[src/rtl/ccd_pkg.sv]
package ccd_pkg;

    typedef enum logic [1:0] {
        BW_ONE   = 2'b00,
        BW_FOUR  = 2'b01,
        BW_EIGHT = 2'b10
    } ccd_bw_e;

    function automatic ccd_bw_e bw_decode(input logic w4, input logic w8, input logic allow8);
        if (w8 && allow8) return BW_EIGHT;
        if (w4)           return BW_FOUR;
        return BW_ONE;
    endfunction

endpackage

[src/rtl/ccd_period.sv]
// Phase lengths for the selected divide law.
module ccd_period #(
    parameter int DIV_W   = 8,
    parameter bit ALT_LAW = 0,
    localparam int LEN_W  = DIV_W + 1
) (
    input  logic [DIV_W-1:0] div,
    output logic [LEN_W-1:0] hi_len,
    output logic [LEN_W-1:0] lo_len
);
    generate
        if (ALT_LAW) begin : g_sum
            logic [LEN_W-1:0] total;
            assign total  = {1'b0, div} + LEN_W'(2);
            assign hi_len = total >> 1;
            assign lo_len = total - (total >> 1);
        end else begin : g_twice
            assign hi_len = {1'b0, div} + LEN_W'(1);
            assign lo_len = {1'b0, div} + LEN_W'(1);
        end
    endgenerate
endmodule

[src/rtl/ccd_gate.sv]
// Decides whether the card clock may advance into a new high phase.
module ccd_gate (
    input  logic enable,
    input  logic pwr_save,
    input  logic fc_en,
    input  logic stall_req,
    input  logic busy_cmd,
    input  logic busy_dat,
    output logic run
);
    logic idle_block;
    logic stall_block;

    assign idle_block  = pwr_save && !busy_cmd && !busy_dat;
    assign stall_block = fc_en && stall_req;
    assign run         = enable && !idle_block && !stall_block;
endmodule

[src/rtl/ccd_bypass.sv]
// Passes the master clock through; the gate flop changes on the low phase only.
module ccd_bypass (
    input  logic clk_mst,
    input  logic rst_n,
    input  logic pass_en,
    output logic clk_out
);
    logic open_q;

    always_ff @(negedge clk_mst or negedge rst_n) begin
        if (!rst_n) open_q <= 1'b0;
        else        open_q <= pass_en;
    end

    assign clk_out = clk_mst & open_q;
endmodule

[src/rtl/card_clk_div.sv]
module card_clk_div
    import ccd_pkg::*;
#(
    parameter int DIV_W    = 8,
    parameter int CTRL_W   = 16,
    parameter int FC_BIT   = 13,
    parameter bit ALT_LAW  = 0,
    parameter bit WIDE8_EN = 1
) (
    input  logic              clk_mst,
    input  logic              rst_n,
    input  logic [CTRL_W-1:0] ctrl_word,
    input  logic              stall_req,
    input  logic              busy_cmd,
    input  logic              busy_dat,
    output logic              card_clk,
    output logic              clk_rise,
    output logic [1:0]        bus_width
);
    localparam int LEN_W   = DIV_W + 1;
    localparam int EN_BIT  = DIV_W;
    localparam int PS_BIT  = DIV_W + 1;
    localparam int BYP_BIT = DIV_W + 2;
    localparam int W4_BIT  = DIV_W + 3;
    localparam int W8_BIT  = DIV_W + 4;

    typedef struct packed {
        logic [LEN_W-1:0] cnt;
        logic             phase;
        logic             rise;
        logic [DIV_W-1:0] div;
        ccd_bw_e          width;
    } st_t;

    st_t s_d, s_q;

    logic [LEN_W-1:0] hi_len, lo_len, lim;
    logic             run, last, byp, byp_clk;
    logic [DIV_W-1:0] div_new;

    assign byp     = ctrl_word[BYP_BIT];
    assign div_new = ctrl_word[DIV_W-1:0];

    ccd_period #(.DIV_W(DIV_W), .ALT_LAW(ALT_LAW)) u_per (
        .div    (s_q.div),
        .hi_len (hi_len),
        .lo_len (lo_len)
    );

    ccd_gate u_gate (
        .enable    (ctrl_word[EN_BIT]),
        .pwr_save  (ctrl_word[PS_BIT]),
        .fc_en     (ctrl_word[FC_BIT]),
        .stall_req (stall_req),
        .busy_cmd  (busy_cmd),
        .busy_dat  (busy_dat),
        .run       (run)
    );

    ccd_bypass u_byp (
        .clk_mst (clk_mst),
        .rst_n   (rst_n),
        .pass_en (byp && run),
        .clk_out (byp_clk)
    );

    assign lim  = s_q.phase ? hi_len : lo_len;
    assign last = (s_q.cnt == lim - LEN_W'(1));

    always_comb begin
        s_d       = s_q;
        s_d.rise  = 1'b0;
        s_d.width = bw_decode(ctrl_word[W4_BIT], ctrl_word[W8_BIT], WIDE8_EN);
        if (byp) begin
            s_d.phase = 1'b0;
            s_d.cnt   = '0;
            s_d.div   = div_new;
            s_d.rise  = run;
        end else if (s_q.phase) begin
            // a high phase always runs to its end
            if (last) begin
                s_d.phase = 1'b0;
                s_d.cnt   = '0;
            end else begin
                s_d.cnt = s_q.cnt + LEN_W'(1);
            end
        end else if (!run) begin
            // rest low; the divide value may be reloaded safely here
            s_d.cnt = '0;
            s_d.div = div_new;
        end else if (last) begin
            s_d.phase = 1'b1;
            s_d.cnt   = '0;
            s_d.rise  = 1'b1;
            s_d.div   = div_new;
        end else begin
            s_d.cnt = s_q.cnt + LEN_W'(1);
        end
    end

    always_ff @(posedge clk_mst or negedge rst_n) begin
        if (!rst_n) begin
            s_q <= '{cnt: '0, phase: 1'b0, rise: 1'b0, div: '0, width: BW_ONE};
        end else begin
            s_q <= s_d;
        end
    end

    assign card_clk  = byp_clk | s_q.phase;
    assign clk_rise  = s_q.rise;
    assign bus_width = s_q.width;
endmodule

[config.mk]
export PLATFORM = sky130hd
export DESIGN_NAME = card_clk_div
export DESIGN_NICKNAME = d
export VERILOG_FILES = /design/src/rtl/ccd_pkg.sv /design/src/rtl/ccd_period.sv /design/src/rtl/ccd_gate.sv /design/src/rtl/ccd_bypass.sv /design/src/rtl/card_clk_div.sv
export SDC_FILE = /design/constraint.sdc
export NUM_CORES = 1
export LEC_CHECK = 0
export ABC_AREA = 1
export BUFFER_PORTS_ARGS = -buffer_cell sky130_fd_sc_hd__buf_2
export CAP_MARGIN = 10
export CORE_ASPECT_RATIO = 0.5
export CORE_UTILIZATION = 35
export CTS_CLUSTER_DIAMETER = 50
export DETAILED_ROUTE_END_ITERATION = 10
export GPL_TIMING_DRIVEN = 0
export SLEW_MARGIN = 20
export SYNTH_ARGS = -nofsm -noshare
export SYNTH_HDL_FRONTEND = slang
export SYNTH_SLANG_ARGS = --single-unit
[constraint.sdc]
create_clock -name clk_mst -period 1.9 [get_ports clk_mst]
set_clock_uncertainty 0.1 [all_clocks]
set_input_delay 0.19 -clock clk_mst [delete_from_list [all_inputs] [get_ports clk_mst]]
set_output_delay 0.19 -clock clk_mst [all_outputs]
set_load 0.05 [all_outputs]
# After elaboration in Yosys (flattened, before gate mapping)
# Index checks and enable logic that the tools add are counted.
[classes] n_addsub=3 eq_ne=3 mux=16 bitwise=2 n_reduce_logical=11
[op_table] cell="2-to-1 mux 9 bit" count=3
[op_table] cell="2-to-1 mux 10 bit" count=2
[op_table] cell="2-to-1 mux 19 bit" count=1
[op_table] cell="2-to-1 mux 2 bit" count=5
[op_table] cell="adder 8 x 1 -> 9 bit (second input constant)" count=1
[op_table] cell="adder 9 x 1 -> 9 bit (second input constant)" count=1
[op_table] cell="== test 9 bit" count=1
[op_table] cell="subtractor 9 x 1 -> 9 bit (second input constant)" count=1
[op_table] cell="2-to-1 mux 8 bit" count=1
[op_table] cell="logical AND 1 bit" count=6
[op_table] cell="zero test 1 bit" count=4
[op_table] cell="2-to-1 mux 1 bit" count=4
[op_table] cell="!= test 3 x 2 -> 1 bit (second input constant)" count=1
[op_table] cell="!= test 2 bit (second input constant)" count=1
[op_table] cell="AND reduction 2 bit" count=1
[op_table] cell="AND 1 bit" count=1
[op_table] cell="OR 1 bit" count=1
[word_totals] reg_bits=22 inputBits=21 out_inout_bits=4

# Logic depth before layout (Yosys ltp)
# Gate-level depths: netlist (run 1).
[logic_depth] word_depth=9 mapped_depth=11 depth_no_buf=11

# Modules after synthesis
# From an unflattened synthesis (run 1), not the netlist that was laid out.
[hier_totals] hier_cells=299 area_unflattened_um2=1925.6
[by_module_without_submodules] mod="card_clk_div" instances=1 cells_per_inst=251 area_per_inst_um2=1652.8 seq_area_each_um2=525.5
[by_module_without_submodules] mod="ccd_period" instances=1 cells_per_inst=39 area_per_inst_um2=217.7 seq_area_each_um2=0.0
[by_module_without_submodules] mod="ccd_bypass" instances=1 cells_per_inst=3 area_per_inst_um2=32.5 seq_area_each_um2=25.0
[by_module_without_submodules] mod="ccd_gate" instances=1 cells_per_inst=6 area_per_inst_um2=22.5 seq_area_each_um2=0.0

==> flow_summary.ini, run 1 <==
[layout]
fill_cells = 305
seq_area_um2 = 551
final_nets = 201
diodes = 0
multi_input_area_um2 = 492
layout-area-overhead-vs-synth_pct = 32.9
final_common_cell = nand2_1
drive_gt1_share_pct = 24.2
mostFrequentLayoutCells = 37 x nand2_1, 21 x dfrtp_1, 21 x buf_2

[global_route]
grt_max_degree = 23
grt_pass1_wl_um = 3850
grt_pass1_vias = 881
overflow = 0
grtUsageTotal_pct = 15.5
antenna_found_initial = 0

[floorplanning]
initial_utilization_pct = 37.3
die_x_um = 82.4
die-area_mm2 = 0.00348
core_area_mm2 = 0.00303
pin_count = 25
fp.dieH_um = 42.2
std_cell_rows = 14

[synth]
yosys.area_share.simple_pct = 33.2
synth_area_mm2 = 0.00113
muxShareOfSynthArea_pct = 0
synth_fa_ha_area_share_pct = 1.11
seq_area_frac_synth_pct = 48.7
syn-instance-count = 138
yosys_warnings = 0
yosys.area_share.xor_xnor_pct = 6.19
synth-seq-cells = 22
synth_top_family_by_area = simple AND/OR/NAND/NOR gates
synth_compound_area_share_pct = 2.54
syn_nets = 160
synth.distinct_cells = 24
synth.avg_cell_area_um2 = 8.20

[power]
swShare_pct = 25.0
power_switching_mw = 0.283
power_frac_comb_pct = 12.2
powerDensity_mw_per_mm2 = 753
ir_worst_vdd_mv = 0.689
cellLeakagePower_nw = 0.764
pwr-share-seq_pct = 44.7
clock_power_share_pct = 43.0
p_int_mw = 0.849
power.total_mw = 1.13

[route]
drc = 0
ant_nets = 0
vias_per_cell = 4.36
met3WireLength_um = 134
route.top_layer_used = met4
route.met2.wl_um = 1020
wl_per_cell_um = 10.4
routed_wl_um = 2270
wl_met1_um = 1100
vias = 951
drt-pass1-iter-count = 4
drt_iter0_markers = 76

[sta]
rsz0062_at_grt = true
tightest_slew_ns = 0.498
finalSetupViolCount = 2
setup_ws_ns = -0.385
maxSlewViolCount = 0
relSlewSlack_pct = 66.8
hold_viol_final = 0
holdWs_ns = 0.0749

[setup_path]
cp.required_ns = 1.61
critPathArrivalTime_ns = 2.00
path_max_fanout = 1
critPathLaunchType = flip-flop
worst_r2r_path_depth = 7
cp-end-kind = output pin
crit_type = flip-flop to output pin

[placed_design]
io_buffers = 22
gp_congestion = 0.790
dpl.hpwl_um = 1520

[clocking]
cts.reportedPaths.clkPinSlew_ns = 0.07
clkLatencyLatePin_ns = 0.36
cts_tree = built
cts_setup_buffers = 0

[worst_hold_path]
holdPathStages = 4
hp-class = input pin to flip-flop

[run]
max_cap_viol_count = 0

[run_status]
status = complete, but fails checks
violations = negative setup slack
==> path summary, 6_finish.rpt <==
| kind | startpoint | endpoint | slack [ns] |
|---|---|---|---|
| setup / recovery | u_byp.open_q$_DFF_NN0_ | card_clk | -0.39 |
| hold / removal | ctrl_word[10] | s_q[20]$_DFF_PN0_ | 0.07 |
| setup reg to reg | s_q[16]$_DFF_PN0_ | s_q[6]$_DFFE_PN0P_ | 0.39 |
| hold reg to reg | s_q[4]$_DFFE_PN0P_ | s_q[4]$_DFFE_PN0P_ | 0.41 |
| max in group asynchronous | rst_n | u_byp.open_q$_DFF_NN0_ | 0.29 |
| min in group asynchronous | rst_n | s_q[13]$_DFF_PN0_ | 0.22 |
==> synthesized netlist by cell type <==
library cell,instances,area (um2)
dfrtp_1,21,526
xor2_1,7,61.3
dfrtn_1,1,25.0
o21ai_1,1,5.00
nor3b_1,1,7.51
nand2_1,39,146
nand2_4,2,22.5
inv_2,3,11.3
o21ai_2,1,8.76
o21ai_0,1,5.00
ha_1,1,12.5
nand3b_1,2,15.0
clkinv_1,2,7.51
nand3_1,13,65.1
nor2_1,15,56.3
a21oi_1,2,10.0
nor3_1,2,10.0
nor2_4,2,22.5
nand2_2,1,6.26
buf_4,2,15.0
inv_1,16,60.1
xnor2_1,1,8.76
nor2_2,1,6.26
nand3_4,1,17.5
==> area by class of cell <==
cell class | instances | share of cell area [%]
Sequential cell | 22 | 36.6
Multi-Input combinational cell | 93 | 32.7
Timing Repair Buffer | 32 | 14.3
Clock buffer | 8 | 6.74
Inverter | 21 | 5.25
Tap cell | 40 | 3.33
Buffer | 2 | 0.999
==> worst max-delay path, stage by stage, from the launching register on <==
cell and delay [ns]:
dfrtn_1 0.40, nand2_2 0.05, nand2_2 0.07, buf_8 0.14
==> through the flow <==
stage / std cells / setup WS, ns / setup TNS, ns / area (um2) / utilization [%]
3_5_place_dp: 200 / -0.0535 / -0.0753 / 1290 / 42.7
4_1_cts: 218 / -0.382 / -0.382 / 1500 / 49.5
3_3_place_gp: 200 / -0.0436 / -0.0799 / 1290 / 42.7
2_1_floorplan: 138 / 0.0377 / 0 / 1130 / -
5_1_grt: 218 / -0.426 / -0.426 / 1500 / 49.6
6_report: 218 / -0.385 / -0.385 / 1500 / 49.6
==> what timing repair did <==
action                                 in CTS  in global routing
gates resized for setup                     3                  1
setup endpoints to repair                   2                  2
pin swaps                                   0                  0
endpoints found under the hold margin      31                  0
hold buffers                               11                  0
==> sequential cells by signal, indices dropped and copies added (netlist names) <==
name and flops:
clk_rise 1, bus_width 2, u_byp.open_q 1, s_q 18
==> power by group through the flow <==
stage | Clock (mW) | Sequential, mW | Combinational, mW
global placement | 0.0239 | 0.515 | 0.120
global route | 0.533 | 0.509 | 0.157
detailed placement | 0.0239 | 0.515 | 0.123
finish | 0.487 | 0.506 | 0.139
floorplan | 0.0203 | 0.515 | 0.0775
CTS | 0.493 | 0.506 | 0.141
==> kinds of logic after synthesis <==
kind of cell               Yosys count
AOI/OAI and AO/OA                    5
DFF                                 22
adders and majority gates            1
xor gates and xnor gates             8
and+or+nand+nor                     79
buffers and inverters               23
==> layer usage <==
metal	vias to the layer above	track usage, %
li1	502	-
met1	423	20.2
met2	23	21.8
met3	3	8.48
met4	0	4.91
met5	-	0
No activity file was read; power rests on OpenSTA's default activity.
==> run 2: changes to the inputs <==
Settings changed: GPL_TIMING_DRIVEN 0 to unset.
==> run 2 against run 1 <==
Against the previous run:
- the flow still finishes with violations (negative setup slack)
- sequential power is essentially flat
- die area is the same
- final area is the same
- flip-flop and latch count is the same
- register-to-register slack lost 0.03 ns
- clock-buffer cell count is the same
- critical path depth is the same
- first-iteration DRC count shrank 46%
- utilization is the same
- total power grew 0.98%
- via count grew 3.2%
==> flow_summary.ini, run 2 (synthesized netlist as in run 1, its figures left out) <==
[sta]
setup_tns_ns = -0.390
maxSlewViolCount = 0
rsz0062_at_grt = true
hold_viol_final = 0
finalSetupViolCount = 2
relSlewSlack_pct = 75.7
setup_ws_ns = -0.390
tightest_slew_ns = 0.364
holdWs_ns = 0.0687

[worst_hold_path]
min_from = ctrl_word[10]
hp-class = input pin to flip-flop
hold_end = s_q[20]$_DFF_PN0_
holdPathStages = 4

[setup_path]
timing.rr.end = s_q[9]$_DFFE_PN0P_
path_max_fanout = 1
critPathLaunchType = flip-flop
cp.required_ns = 1.61
worst_r2r_path_depth = 7
critPathArrivalTime_ns = 2.00
cp-end-kind = output pin
r2r_slack_ns = 0.36
critPathLaunch = u_byp.open_q$_DFF_NN0_
r2r-start = s_q[16]$_DFF_PN0_
crit_type = flip-flop to output pin

[power]
powerDensity_mw_per_mm2 = 761
cellLeakagePower_nw = 0.763
p_int_mw = 0.850
power_switching_mw = 0.293
clock_power_share_pct = 43.5
ir_worst_vdd_mv = 0.393
power.total_mw = 1.14
power_frac_comb_pct = 12.2
pwr-share-seq_pct = 44.2
swShare_pct = 25.6

[clocking]
cts_setup_buffers = 0
cts_tree = built
clkLatencyLatePin_ns = 0.36
cts.reportedPaths.clkPinSlew_ns = 0.07

[placed_design]
postPlaceCellArea_mm2 = 0.00129
gp_congestion = 0.787
dp_cells = 200
dp_slack_ns = -0.0501
io_buffers = 22
dpl.hpwl_um = 1590

[run_status]
status = complete, but fails checks
violations = negative setup slack

[global_route]
grt_max_degree = 22
grtUsageTotal_pct = 16.5
antenna_found_initial = 0
grt_pass1_wl_um = 3990
overflow = 0
grt_pass1_vias = 944

[floorplanning]
die-area_mm2 = 0.00348
pin_count = 25
core_area_mm2 = 0.00303
std_cell_rows = 14
fp.dieH_um = 42.2
die_x_um = 82.4
initial_utilization_pct = 37.3

[route]
vias = 981
wl_per_cell_um = 10.4
routed_wl_um = 2260
ant_nets = 0
drt-pass1-iter-count = 4
drt_iter0_markers = 41
vias_per_cell = 4.50
drc = 0

[layout]
mostFrequentLayoutCells = 37 x nand2_1, 21 x dfrtp_1, 21 x buf_2
fill_cells = 291
final_cells = 218
fin_util_pct = 49.6
layout-area-overhead-vs-synth_pct = 32.9
diodes = 0
drive_gt1_share_pct = 24.2
largest_register = s_q
largest_register_ffs = 18
final_nets = 201
final_common_cell = nand2_1
stdcell_area_mm2 = 0.00150

[run]
max_cap_viol_count = 0
run 2: cell counts in the layout (fill, tap and decap cells not counted):
No cell type changed its count.
run 2: final cells by class:
cell class,instances,area (um2),area share (%)
repair buffers,34,230,15.3
inverters,21,78.8,5.25
well taps,40,50.0,3.33
clock buffers,8,101,6.74
flip-flops and latches,22,551,36.6
multi-input cells,93,492,32.7
run 2: worst max-delay path by stage:
stage                     slack (ns)       end  cells past startpoint
after floorplan                 0.04  card_clk                      2
after global placement         -0.04  card_clk                      3
after detailed placement       -0.05  card_clk                      3
after CTS                      -0.41  card_clk                      3
after global routing           -0.44  card_clk                      3
final                          -0.39  card_clk                      3
run 2: worst max-delay path: stages, from the launching register on:
cell and delay, ns:
dfrtn_1 0.40, nand2_2 0.06, nand2_2 0.06, buf_8 0.14
run 2: power by group through the flow:
stage	sequential (mW)	combinational (mW)	clock (mW)
3_5_place_dp	0.515	0.124	0.0239
4_1_cts	0.506	0.142	0.511
2_1_floorplan	0.515	0.0775	0.0203
3_3_place_gp	0.515	0.122	0.0239
5_1_grt	0.508	0.160	0.540
6_report	0.505	0.140	0.498
run 2: timing repair:
item | 4_1_cts | 5_1_grt
endpoints found under the hold margin | 31 | 0
endpoints found under the setup margin | 2 | 2
gates resized for setup | 3 | 1
hold buffers | 11 | 0
run 2: routing by layer:
| layer | vias up | part of all wire [%] | track usage, % |
|---|---|---|---|
| li1 | 498 | - | - |
| met3 | 6 | 5.6 | 8.48 |
| met5 | - | 0 | 0 |
| met2 | 26 | 43 | 22.6 |
| met4 | 0 | 2.0 | 9.12 |
| met1 | 451 | 49 | 20.7 |
==> run 3: changes to the inputs <==
Settings changed: CELL_PAD_IN_SITES_DETAIL_PLACEMENT set to 0, CELL_PAD_IN_SITES_GLOBAL_PLACEMENT set to 1, PLACE_DENSITY_LB_ADDON set to 0.1.
==> run 3 against run 2 <==
Against the previous run:
- the flow still finishes with violations (negative setup slack)
- critical path type unchanged
- non-clock buffer count unchanged
- combinational power about the same
- cell count is the same
- first-iteration DRC count shrank 24%
- global-route usage grew 0.37 points
==> flow_summary.ini, run 3 (synthesized netlist as in run 1, its figures left out) <==
[power]
power_frac_comb_pct = 11.8
cellLeakagePower_nw = 0.769
swShare_pct = 25.1
pwr-share-seq_pct = 42.8
power_switching_mw = 0.297
p_int_mw = 0.885
power.total_mw = 1.18
powerDensity_mw_per_mm2 = 781
ir_worst_vdd_mv = 0.510
clock_power_share_pct = 45.4

[run]
max_cap_viol_count = 0

[layout]
largest_register = s_q
drive_gt1_share_pct = 24.7
seq_area_um2 = 551
mostFrequentLayoutCells = 37 x nand2_1, 21 x dfrtp_1, 21 x buf_2
fill_cells = 307
layout-area-overhead-vs-synth_pct = 33.7
multi_input_area_um2 = 492
largest_register_ffs = 18
diodes = 0
final_cells = 218
final_common_cell = nand2_1
final_nets = 201

[global_route]
grtUsageTotal_pct = 16.8
grt_pass1_vias = 943
antenna_found_initial = 0
grt_pass1_wl_um = 4220
overflow = 0
grt_max_degree = 22

[setup_path]
crit_type = flip-flop to output pin
critPathArrivalTime_ns = 2.00
timing.rr.end = s_q[8]$_DFFE_PN0P_
cp.depth = 3
r2r_slack_ns = 0.40
critPathLaunch = u_byp.open_q$_DFF_NN0_
cp_common_cell = nand2_2
r2r-start = s_q[18]$_DFF_PN0_
cp_slowest_cell = dfrtn_1
max_stage_delay_ns = 0.40
path_buf_inv = 1
path_max_fanout = 1
cp-end-kind = output pin
cp_top_family = flip-flops
cp.required_ns = 1.61
critPathLaunchType = flip-flop
cp_cell_sequence = nand2_2 > nand2_2 > buf_8
worst_r2r_path_depth = 10

[clocking]
clkLatencyLatePin_ns = 0.36
cts_tree = built
cts_setup_buffers = 0
cts.reportedPaths.clkPinSlew_ns = 0.08

[route]
routed_wl_um = 2280
drt_iter0_markers = 31
ant_nets = 0
vias = 949
vias_per_cell = 4.35
wl_per_cell_um = 10.5
drt-pass1-iter-count = 4
drc = 0

[floorplanning]
pin_count = 25
core_area_mm2 = 0.00303
die_x_um = 82.4
initial_utilization_pct = 37.3
std_cell_rows = 14
die-area_mm2 = 0.00348
fp.dieH_um = 42.2

[placed_design]
gp_congestion = 0.685
dpl.hpwl_um = 1700
dp_slack_ns = -0.0516
io_buffers = 22
dp_cells = 200

[sta]
maxSlewViolCount = 0
tightest_slew_ns = 0.374
setup_tns_ns = -0.391
relSlewSlack_pct = 75.1
hold_viol_final = 0
finalSetupViolCount = 2
setup_ws_ns = -0.391
rsz0062_at_grt = true

[worst_hold_path]
holdPathStages = 4
min_from = ctrl_word[10]
hp-class = input pin to flip-flop
hold_end = s_q[20]$_DFF_PN0_

[run_status]
status = complete, but fails checks
violations = negative setup slack
run 3: final cells by class:
cell class	instances	area share (%)
timing repair buffer	34	15.2
inverter	21	5.21
sequential	22	36.4
multi-input combinational	93	32.5
tap	40	3.31
clock buffer	8	7.36
run 3: metal layers:
metal,share of wire (%),up-vias,track usage (%)
li1,-,499,-
met1,52,426,23.0
met2,42,22,24.0
met3,5.0,2,7.17
met4,0.70,0,5.26
met5,0,-,0
run 3: worst max path at each step:
stage / to / slack [ns]
6_report: card_clk / -0.39
5_1_grt: card_clk / -0.44
4_1_cts: card_clk / -0.42
3_5_place_dp: card_clk / -0.05
3_3_place_gp: card_clk / -0.04
2_1_floorplan: card_clk / 0.04
run 3: worst reg2reg max path, cell delays in order, from the launching register on:
cell,delay [ns]
dfrtp_1,0.41
inv_1,0.11
nand2_1,0.06
nand2_1,0.05
nand2_1,0.06
nor2_2,0.13
nand3_4,0.13
nand2_4,0.14
nand2_4,0.10
nand2_1,0.08
nand2_1,0.04
run 3: per-stage QoR:
| step | cell area (um2) | hold slack (ns) | utilization, % |
|---|---|---|---|
| after CTS | 1510 | 0.0559 | 49.9 |
| after floorplan | 1130 | -0.206 | - |
| after global placement | 1290 | 0.142 | 42.7 |
| after detailed placement | 1290 | 0.136 | 42.7 |
| after global routing | 1510 | 0.101 | 49.9 |
| final | 1510 | 0.0702 | 49.9 |
run 3: power groups by stage:
stage	logic [mW]	clock network [mW]	registers, mW
after detailed placement	0.125	0.0239	0.515
after floorplan	0.0775	0.0203	0.515
after global routing	0.161	0.578	0.509
after CTS	0.143	0.562	0.506
final	0.140	0.537	0.505
after global placement	0.123	0.0239	0.515
run 3: repair_timing:
action,4_1_cts,5_1_grt
endpoints found under the setup margin,2,2
gates resized for setup,4,0
hold buffers,11,0
pin swaps,0,0
endpoints found under the hold margin,31,0
